## config.mk

```make
export PLATFORM = sky130hd
export DESIGN_NAME = ccs_broadcast_server
export DESIGN_NICKNAME = d
export VERILOG_FILES = /design/src/rtl/ccs_pkg.sv /design/src/rtl/ccs_lane_pick.sv /design/src/rtl/ccs_line_store.sv /design/src/rtl/ccs_broadcast_server.sv
export SDC_FILE = /design/constraint.sdc
export NUM_CORES = 2
export LEC_CHECK = 0
export ABC_AREA = 1
export BUFFER_PORTS_ARGS = -buffer_cell sky130_fd_sc_hd__buf_2
export CAP_MARGIN = 20
export CORE_AREA = 4 4 675 677
export CTS_BUF_LIST = sky130_fd_sc_hd__clkbuf_4 sky130_fd_sc_hd__clkbuf_8 sky130_fd_sc_hd__clkbuf_16
export DETAILED_ROUTE_END_ITERATION = 8
export DIE_AREA = 0 0 679 681
export HOLD_SLACK_MARGIN = 0.08
export PLACE_DENSITY_LB_ADDON = 0.15
export SYNTH_ARGS = -nofsm -noshare
export SYNTH_HDL_FRONTEND = slang
export SYNTH_HIERARCHICAL = 1
export SYNTH_SLANG_ARGS = --single-unit
```

## constraint.sdc

```tcl
create_clock -name clk -period 7.6 [get_ports clk]
set_clock_uncertainty 0.1 [all_clocks]
set_input_delay 0.76 -clock clk [delete_from_list [all_inputs] [get_ports clk]]
set_output_delay 0.76 -clock clk [all_outputs]
set_load 0.01 [all_outputs]
```

## src/rtl/ccs_pkg.sv

```systemverilog
package ccs_pkg;
  localparam int unsigned WORD_W = 32;
  typedef enum logic [1:0] {ST_IDLE, ST_SERVE, ST_FILL, ST_FINISH} ccs_state_e;
endpackage

```

## src/rtl/ccs_lane_pick.sv

```systemverilog
module ccs_lane_pick #(
  parameter int LANES = 32,
  parameter int AW    = 16
) (
  input  logic [LANES-1:0]    pending,
  input  logic [LANES*AW-1:0] addr_flat,
  output logic                any,
  output logic [AW-1:0]       lead_addr,
  output logic [LANES-1:0]    match
);
  localparam int LW = (LANES > 1) ? $clog2(LANES) : 1;

  // lowest-numbered set bit of the waiting mask
  function automatic logic [LW-1:0] lowest_lane(input logic [LANES-1:0] m);
    logic [LW-1:0] r;
    r = '0;
    for (int i = LANES - 1; i >= 0; i--) begin
      if (m[i]) r = i[LW-1:0];
    end
    return r;
  endfunction

  logic [LW-1:0] lead_lane;

  assign any       = |pending;
  assign lead_lane = lowest_lane(pending);
  assign lead_addr = addr_flat[lead_lane*AW +: AW];

  for (genvar g = 0; g < LANES; g++) begin : g_cmp
    assign match[g] = pending[g] && (addr_flat[g*AW +: AW] == lead_addr);
  end
endmodule

```

## src/rtl/ccs_line_store.sv

```systemverilog
module ccs_line_store #(
  parameter int AW         = 16,
  parameter int LINES      = 8,
  parameter int LINE_WORDS = 4,
  localparam int OFFW = $clog2(LINE_WORDS),
  localparam int IDXW = $clog2(LINES),
  localparam int TAGW = AW - OFFW - IDXW,
  localparam int LAW  = AW - OFFW,
  localparam int LBITS = LINE_WORDS * ccs_pkg::WORD_W
) (
  input  logic             clk,
  input  logic             rst_n,
  input  logic [AW-1:0]    lk_addr,
  output logic             lk_hit,
  output logic [31:0]      lk_word,
  input  logic             fill_en,
  input  logic [LAW-1:0]   fill_line,
  input  logic [LBITS-1:0] fill_data
);
  function automatic logic [IDXW-1:0] index_of(input logic [LAW-1:0] line);
    return line[IDXW-1:0];
  endfunction

  function automatic logic [TAGW-1:0] tag_of(input logic [LAW-1:0] line);
    return line[LAW-1:IDXW];
  endfunction

  logic [LINES-1:0] valid_q;
  logic [TAGW-1:0]  tag_q  [LINES];
  logic [LBITS-1:0] data_q [LINES];

  logic [LAW-1:0]  lk_line;
  logic [IDXW-1:0] lk_idx;
  logic [OFFW-1:0] lk_off;

  assign lk_line = lk_addr[AW-1:OFFW];
  assign lk_off  = lk_addr[OFFW-1:0];
  assign lk_idx  = index_of(lk_line);
  assign lk_hit  = valid_q[lk_idx] && (tag_q[lk_idx] == tag_of(lk_line));
  assign lk_word = data_q[lk_idx][lk_off*ccs_pkg::WORD_W +: ccs_pkg::WORD_W];

  always_ff @(posedge clk) begin
    if (!rst_n) begin
      valid_q <= '0;
      for (int i = 0; i < LINES; i++) tag_q[i] <= '0;
    end else if (fill_en) begin
      valid_q[index_of(fill_line)] <= 1'b1;
      tag_q[index_of(fill_line)]   <= tag_of(fill_line);
    end
  end

  always_ff @(posedge clk) begin
    if (fill_en) data_q[index_of(fill_line)] <= fill_data;
  end
endmodule

```

## src/rtl/ccs_broadcast_server.sv

```systemverilog
module ccs_broadcast_server #(
  parameter int LANES      = 32,
  parameter int AW         = 16,
  parameter int LINES      = 8,
  parameter int LINE_WORDS = 4,
  localparam int CW    = $clog2(LANES + 1),
  localparam int OFFW  = $clog2(LINE_WORDS),
  localparam int LAW   = AW - OFFW,
  localparam int LBITS = LINE_WORDS * 32
) (
  input  logic                clk,
  input  logic                rst_n,
  input  logic                req_valid,
  output logic                req_ready,
  input  logic [LANES-1:0]    req_active,
  input  logic [LANES*AW-1:0] req_addr,
  output logic                rsp_done,
  output logic [LANES*32-1:0] rsp_data,
  output logic [CW-1:0]       rsp_accesses,
  output logic [CW-1:0]       rsp_misses,
  output logic                mem_req_valid,
  output logic [LAW-1:0]      mem_req_line,
  input  logic                mem_rsp_valid,
  input  logic [LBITS-1:0]    mem_rsp_data
);
  import ccs_pkg::*;

  ccs_state_e state_q;
  logic [LANES-1:0]    pending_q;
  logic [LANES*AW-1:0] addr_q;
  logic [CW-1:0]       acc_q, miss_q;
  logic [LAW-1:0]      fill_line_q;
  logic [31:0]         res_q [LANES];

  logic                any_pending;
  logic [AW-1:0]       lead_addr;
  logic [LANES-1:0]    match;
  logic                lk_hit;
  logic [31:0]         lk_word;

  // named internal events
  logic accept_evt, serve_evt, miss_evt, fill_evt, last_evt;

  assign accept_evt = (state_q == ST_IDLE) && req_valid;
  assign serve_evt  = (state_q == ST_SERVE) && lk_hit;
  assign miss_evt   = (state_q == ST_SERVE) && !lk_hit;
  assign fill_evt   = (state_q == ST_FILL) && mem_rsp_valid;
  assign last_evt   = serve_evt && ((pending_q & ~match) == '0);

  ccs_lane_pick #(.LANES(LANES), .AW(AW)) i_pick (
    .pending   (pending_q),
    .addr_flat (addr_q),
    .any       (any_pending),
    .lead_addr (lead_addr),
    .match     (match)
  );

  ccs_line_store #(.AW(AW), .LINES(LINES), .LINE_WORDS(LINE_WORDS)) i_store (
    .clk       (clk),
    .rst_n     (rst_n),
    .lk_addr   (lead_addr),
    .lk_hit    (lk_hit),
    .lk_word   (lk_word),
    .fill_en   (fill_evt),
    .fill_line (fill_line_q),
    .fill_data (mem_rsp_data)
  );

  always_ff @(posedge clk) begin
    if (!rst_n) begin
      state_q     <= ST_IDLE;
      pending_q   <= '0;
      addr_q      <= '0;
      acc_q       <= '0;
      miss_q      <= '0;
      fill_line_q <= '0;
    end else begin
      case (state_q)
        ST_IDLE: if (accept_evt) begin
          pending_q <= req_active;
          addr_q    <= req_addr;
          acc_q     <= '0;
          miss_q    <= '0;
          state_q   <= (req_active == '0) ? ST_FINISH : ST_SERVE;
        end
        ST_SERVE: begin
          if (!any_pending) begin
            state_q <= ST_FINISH;
          end else if (lk_hit) begin
            pending_q <= pending_q & ~match;
            acc_q     <= acc_q + 1'b1;
            if (last_evt) state_q <= ST_FINISH;
          end else begin
            miss_q      <= miss_q + 1'b1;
            fill_line_q <= lead_addr[AW-1:OFFW];
            state_q     <= ST_FILL;
          end
        end
        ST_FILL: if (mem_rsp_valid) state_q <= ST_SERVE;
        default: state_q <= ST_IDLE;
      endcase
    end
  end

  for (genvar g = 0; g < LANES; g++) begin : g_res
    always_ff @(posedge clk) begin
      if (!rst_n || accept_evt)        res_q[g] <= '0;
      else if (serve_evt && match[g]) res_q[g] <= lk_word;
    end
    assign rsp_data[g*32 +: 32] = res_q[g];
  end

  assign req_ready     = (state_q == ST_IDLE);
  assign rsp_done      = (state_q == ST_FINISH);
  assign rsp_accesses  = acc_q;
  assign rsp_misses    = miss_q;
  assign mem_req_valid = (state_q == ST_FILL);
  assign mem_req_line  = fill_line_q;

  p_ready_drop_r10: assert property (@(posedge clk) disable iff (!rst_n)
    req_valid && req_ready |=> !req_ready);
  p_done_pulse_r10: assert property (@(posedge clk) disable iff (!rst_n)
    rsp_done |=> !rsp_done);
  p_fill_from_miss_r6: assert property (@(posedge clk) disable iff (!rst_n)
    $rose(mem_req_valid) |-> $past(miss_evt));
  p_fill_hold_r6: assert property (@(posedge clk) disable iff (!rst_n)
    mem_req_valid && !mem_rsp_valid |=> mem_req_valid && $stable(mem_req_line));
  p_hit_after_fill_r6: assert property (@(posedge clk) disable iff (!rst_n)
    fill_evt |=> lk_hit);
  p_serve_progress_r3: assert property (@(posedge clk) disable iff (!rst_n)
    serve_evt |=> $countones(pending_q) < $past($countones(pending_q)));
  p_count_bound_r3: assert property (@(posedge clk) disable iff (!rst_n)
    rsp_done |-> rsp_accesses <= CW'(LANES));
endmodule

```

Yosys cells after proc, flatten, opt, wreduce, memory -nomap -nowiden

Memory sizes are Yosys's and may differ from the RTL's.
Index checks and enable logic that the tools add are counted.

Shift operators: 2
Equal/unequal tests: 42
Reduce and logical (&&, ||, !) cells: 83
Muxes and demuxes: 192
Bitwise gates (word level): 36
$lt $le $gt $ge: 3
Add/sub/neg operators: 2

Operators by type and width:

| kind                  | count |
|---|---|
| $mux W32              | 35 |
| $eq A16 B16 Y1        | 32 |
| $shiftx A512 B10 Y16  | 1 |
| $mux W5               | 32 |
| $shiftx A128 B8 Y32   | 1 |
| $mux W1               | 106 |
| $logic_and A1 B1 Y1   | 70 |
| $logic_not A32 Y1     | 2 |
| $pmux W32 S2          | 1 |
| $and A32 B32 Y32      | 1 |
| $not A32 Y32          | 1 |
| $or A1 B1 Y1          | 32 |
| $reduce_or A32 Y1     | 1 |
| $mux W6               | 5 |
| $pmux W6 S2           | 2 |
| $add A6 B1 Y6 const B | 2 |
| $mux W2               | 6 |
| $eq A11 B11 Y1        | 1 |
| $mux W11              | 1 |
| $reduce_or A11 Y1     | 1 |
| $lt A3 B4 Y1 const B  | 2 |
| $or A8 B8 Y8          | 1 |
| $reduce_and A4 Y1     | 2 |
| $ne A2 B2 Y1 const B  | 3 |
| 16 further kinds      | 19 |

Output and inout port bits: 1053
Memories: 3
Bits of input ports: 676
Logic and storage cells: 370
Register bits: 580
Memory bits (writable): 2136

Memories:

| memory         | depth | width | read ports | clocked after Yosys merged registers in | write ports | line                       | source |
|---|---|---|---|---|---|---|---|
| i_store.data_q | 8     | 128   | 1          | 0                                       | 1           | ccs_line_store.sv:30       | `logic [LBITS-1:0] data_q [LINES];` |
| res_q          | 32    | 32    | 32         | 0                                       | 32          | ccs_broadcast_server.sv:33 | `logic [31:0] res_q [LANES];` |
| i_store.tag_q  | 8     | 11    | 1          | 0                                       | 8           | ccs_line_store.sv:29       | `logic [TAGW-1:0] tag_q [LINES];` |

Longest topological paths before layout

Depth after elaboration: 43
Gate-level depth with buffers: 66
Gate-level depth less buffers: 60

Modules after synthesis

The synthesis kept the hierarchy.

By module, submodules not included:

| module               | cells each | instances | area each (µm²) |
|---|---|---|---|
| ccs_broadcast_server | 5036       | 1         | 56325.3 |
| ccs_line_store       | 3413       | 1         | 44500.2 |
| ccs_lane_pick        | 3515       | 1         | 15745.1 |

Least setup slack after synthesis

Ideal clock, no wire load.

Path kind: input-to-reg
From: in mem_rsp_valid
To: mem i_store/tag_q[5][0] in the netlist's numbering (enable)
Stages on the path: 7
Arrival: 7756 ps
Setup slack: -601 ps
Library setup time: 345 ps
Data required time: 7155 ps
Path buffers: 1
Path through: inv_1 nor3_1 nand2_1 nor2_1 nand2_1 clkbuf_1 nand2_1

RTL lines:

| item            | line                       | source |
|---|---|---|
| start, declared | ccs_broadcast_server.sv:23 | `input logic mem_rsp_valid,` |
| end, declared   | ccs_line_store.sv:29       |  |

==> summary by stage <==
Floorplan
After floorplanning, the core was divided into 246 placement rows. Pin placement for this block handled 1729 I/O pins. The overall die width is 679 um. The placeable core area is 0.449 sq mm. The initial core utilization is 0.260. Measured along the y axis, the die boundary spans 681 um. The overall die area is 0.462 sq mm.

Logic synthesis
The number of synthesized flops with an enable pin is 2136. When the netlist entered floorplanning its net count stood at 12600. Ranked by total cell area, the synthesized netlist is headed by sky130_fd_sc_hd__edfxtp_1, sky130_fd_sc_hd__dfxtp_1, sky130_fd_sc_hd__nor2_1, sky130_fd_sc_hd__nand2_1, sky130_fd_sc_hd__o21ai_0. For this run, asynchronously set or reset flops after synthesis account for 0.

The synthesized instance count is 12000. The unique cell type count in the Yosys netlist is 36. The synthesized flop and latch total is 2716. The area share of the leading cell type in the synthesized netlist is 0.550. The largest total area in the synthesized netlist belongs to sky130_fd_sc_hd__edfxtp_1.

For this run, the register share of the synthesized area comes to 0.650. Sorting the synthesized cells by how often they occur yields sky130_fd_sc_hd__nor2_1, sky130_fd_sc_hd__edfxtp_1, sky130_fd_sc_hd__nand2_1, sky130_fd_sc_hd__o21ai_0, sky130_fd_sc_hd__nand3_1. The synthesis warning total is 6.

Each instance of the synthesized netlist takes up on average 9.74 sq um. Among all flip-flop cells after synthesis, the most frequent one is sky130_fd_sc_hd__edfxtp_1. In this run the cell area of the synthesized design comes to 0.117 sq mm. The most instantiated library cell after synthesis is sky130_fd_sc_hd__nor2_1.

Clock tree
The clock latency on the worst-skew pair is 0.95 ns. The count of clock tree sinks is 2716. The CTS buffer count is 323.

The buffer levels on the longest clock path is 4. The CTS tree is built. CTS placed an instance of sky130_fd_sc_hd__clkbuf_16 at the clock tree root. The clock-pin slew reported for the worst setup and hold paths after clock tree synthesis is 0.06 ns.

The H-tree was split into 5 levels.

Timing
For the finished layout, the period the worst path requires is 7.18 ns. For this run, the top clock speed supported by timing is 139 MHz. The count of endpoints failing hold in the final timing report is 0. The normalized max-slew margin is 0.156. Setup repair after global routing left no endpoint under its margin. Dividing the final minimum period by the clock period gives 0.945. Setup slack closes at 0.416 ns. The number of slew-limit violations in the final report is 0. At the pin with the least slew margin, the transition time is 1.25 ns.

Setup violations remaining at the end of the flow were counted as 0.

Global route
The overall routing resource usage is 0.251. The wire length of the first global-routing pass is 810 mm. The via count of the first global-routing pass is 92500. The pin count of the biggest net entering global routing is 221. The sum of overflow across all layers after global routing is 0. The initial antenna violation count is 119.

Routing
The post-route DRC violation count is 0. The aggregate routed wire length is 611 mm. The first detailed-routing pass took 8 iterations. The first routing iteration left 10700 violations. Using the TritonRoute via totals, the vias-per-cell ratio works out to 4.93. The number of nets with antenna violations after routing is 0.

After detailed routing, the average wire length per cell comes to 30.1 um. For this block, the via count after detailed routing is 100000.

Place
The final RePlAce weighted congestion is 0.957. The HPWL after detailed placement is 430 mm. The count of buffers added on input and output ports is 1728.

The worst setup slack before clock tree synthesis is 0.411 ns.

Pwr
The power per unit of standard cell area is 469 mW/mm^2. Of the total power, the share spent switching nets is 0.499. The sequential cell fraction of total power is 0.256. VDD sags by at most 692 uV.

The share of total power dissipated in the clock network is 0.226. Summed over all cells, the static leakage comes to 0.0603 uW. Of the total power, combinational logic draws 0.518. The internal portion of the total power is 35300 uW.

In this run the power spent charging and discharging nets is 35200 uW.

Outcome
The flow ran to the end, and the final reports show no timing, DRC or antenna violations.

Critical path
The minimum setup slack among reg-to-reg paths is 0.42 ns. The startpoint type of the worst setup path is a flip-flop. The slowest stage of the critical path is the sky130_fd_sc_hd__buf_4 cell. The category of the most critical setup path is flip-flop to flip-flop. At the worst endpoint, the required time is 8.20 ns. By instance count, the cell type seen most on the critical path is sky130_fd_sc_hd__nand2_1.

The kind of end point of the critical path is a flip-flop. In this design, the stage delay of the slowest critical-path cell is 0.65 ns. Data on the critical path arrives at its endpoint at 7.79 ns. Of all nets on the critical path, the largest fanout is 107.

Finish
The fraction of final layout cells with drive strength greater than 1 is 0.196. The layout has 46400 filler cells. At the end of the flow, the number of nets in the layout was 14700. Compared with the post-synthesis result, the final layout area differs by 28.8%.

For this run, the share of the core covered by cells in the final layout is 0.335.

Job
Across the run, the number of max-cap violations was 0.

Hold path
The path class of the lowest-slack min-delay path is input pin to flip-flop.
==> sequential cells by signal, indices dropped and copies added, names as in the netlist <==
register,count
mem_req_line,14
i_store/data_q,1024
pending_q,32
rsp_misses,6
i_store/tag_q,88
addr_q,512
rsp_accesses,6
state_q,2
i_store/valid_q,8
res_q,1024
==> cells in the final DEF (no fill, tap or decap), types with 325 or more instances in the layout <==
cell / instances
sky130_fd_sc_hd__dlygate4sd3_1: 549
sky130_fd_sc_hd__clkbuf_16: 325
sky130_fd_sc_hd__o21ai_0: 1169
sky130_fd_sc_hd__edfxtp_1: 2136
sky130_fd_sc_hd__nand3_1: 1046
sky130_fd_sc_hd__inv_1: 533
sky130_fd_sc_hd__nor2_1: 3025
sky130_fd_sc_hd__nand2_1: 1731
sky130_fd_sc_hd__buf_2: 1727
sky130_fd_sc_hd__dfxtp_1: 580
==> final timing paths <==
check,startpoint,depth (start not counted),to
setup / recovery,pending_q[28],49,res_q[1][27]
hold / removal,req_addr[221],3,addr_q[221]
setup reg to reg,pending_q[28],49,res_q[1][27]
hold reg to reg,i_store/valid_q[5],2,i_store/valid_q[5]
==> layer usage <==
metal | wire, um | track usage | part of all wire | vias up
met3 | 35700 | 0.0353 | 0.058 | 1008
met5 | 185 | 0 | 0.00030 | -
met4 | 32300 | 0.113 | 0.053 | 32
met1 | 247000 | 0.316 | 0.40 | 50300
li1 | - | - | - | 44700
met2 | 296000 | 0.427 | 0.48 | 4121
==> final cells by class <==
class	instances	area (sq um)	area share
Inverter	595	2300	0.0153
Antenna cell	46	115	0.000767
Clock buffer	417	8890	0.0592
Tap cell	5952	7450	0.0496
Clock inverter	166	1940	0.0129
Timing Repair Buffer	2637	18600	0.124
Multi-Input combinational cell	7765	35100	0.234
Sequential cell	2716	75800	0.505
==> power by group through the flow <==
| stage | registers, uW | clock network [uW] | logic, uW |
|---|---|---|---|
| 2_1_floorplan | 18100 | 0 | 16200 |
| 3_3_place_gp | 18300 | 0 | 36300 |
| 3_5_place_dp | 18300 | 0 | 36100 |
| 4_1_cts | 18000 | 16200 | 36400 |
| 5_1_grt | 18100 | 16800 | 38200 |
| 6_report | 18000 | 15900 | 36500 |
==> cell families after synthesis <==
kind of cell	synth area share
adders and majority gates	0.000215
AOI/OAI and AO/OA	0.0793
xor gates and xnor gates	0.0000751
and+or+nand+nor	0.216
DFF	0.650
buffers and inverters	0.0550
==> timing repair <==
item                                    in CTS  in global routing
resized for setup                            0                  9
endpoints found under the hold margin     1445                  0
endpoints found under the setup margin       0               1269
setup buffers                                0                  0
hold buffers                               549                  0
==> critical path: cells and delay by family (launching register included) <==
family | cells | cell delay (ns)
AOI/OAI and AO/OA | 4 | 0.70
buffers and inverters | 7 | 1.90
DFF | 1 | 0.42
and+or+nand+nor | 38 | 3.42
==> stage by stage <==
stage / TNS [ns] / total power [uW] / hold slack (ns) / cell area, sq um / instances
finish: 0 / 70400 / 0.147 / 150000 / 20300
global route: 0 / 73100 / 0.0911 / 150000 / 20300
CTS: 0 / 70700 / 0.0803 / 150000 / 20200
detailed placement: 0 / 54400 / 0.330 / 134000 / 19100
global placement: 0 / 54500 / 0.328 / 134000 / 19100
floorplan: -62.79 / 34300 / 0.319 / 117000 / 12000
Note: power is estimated with default switching activity, not from simulation.
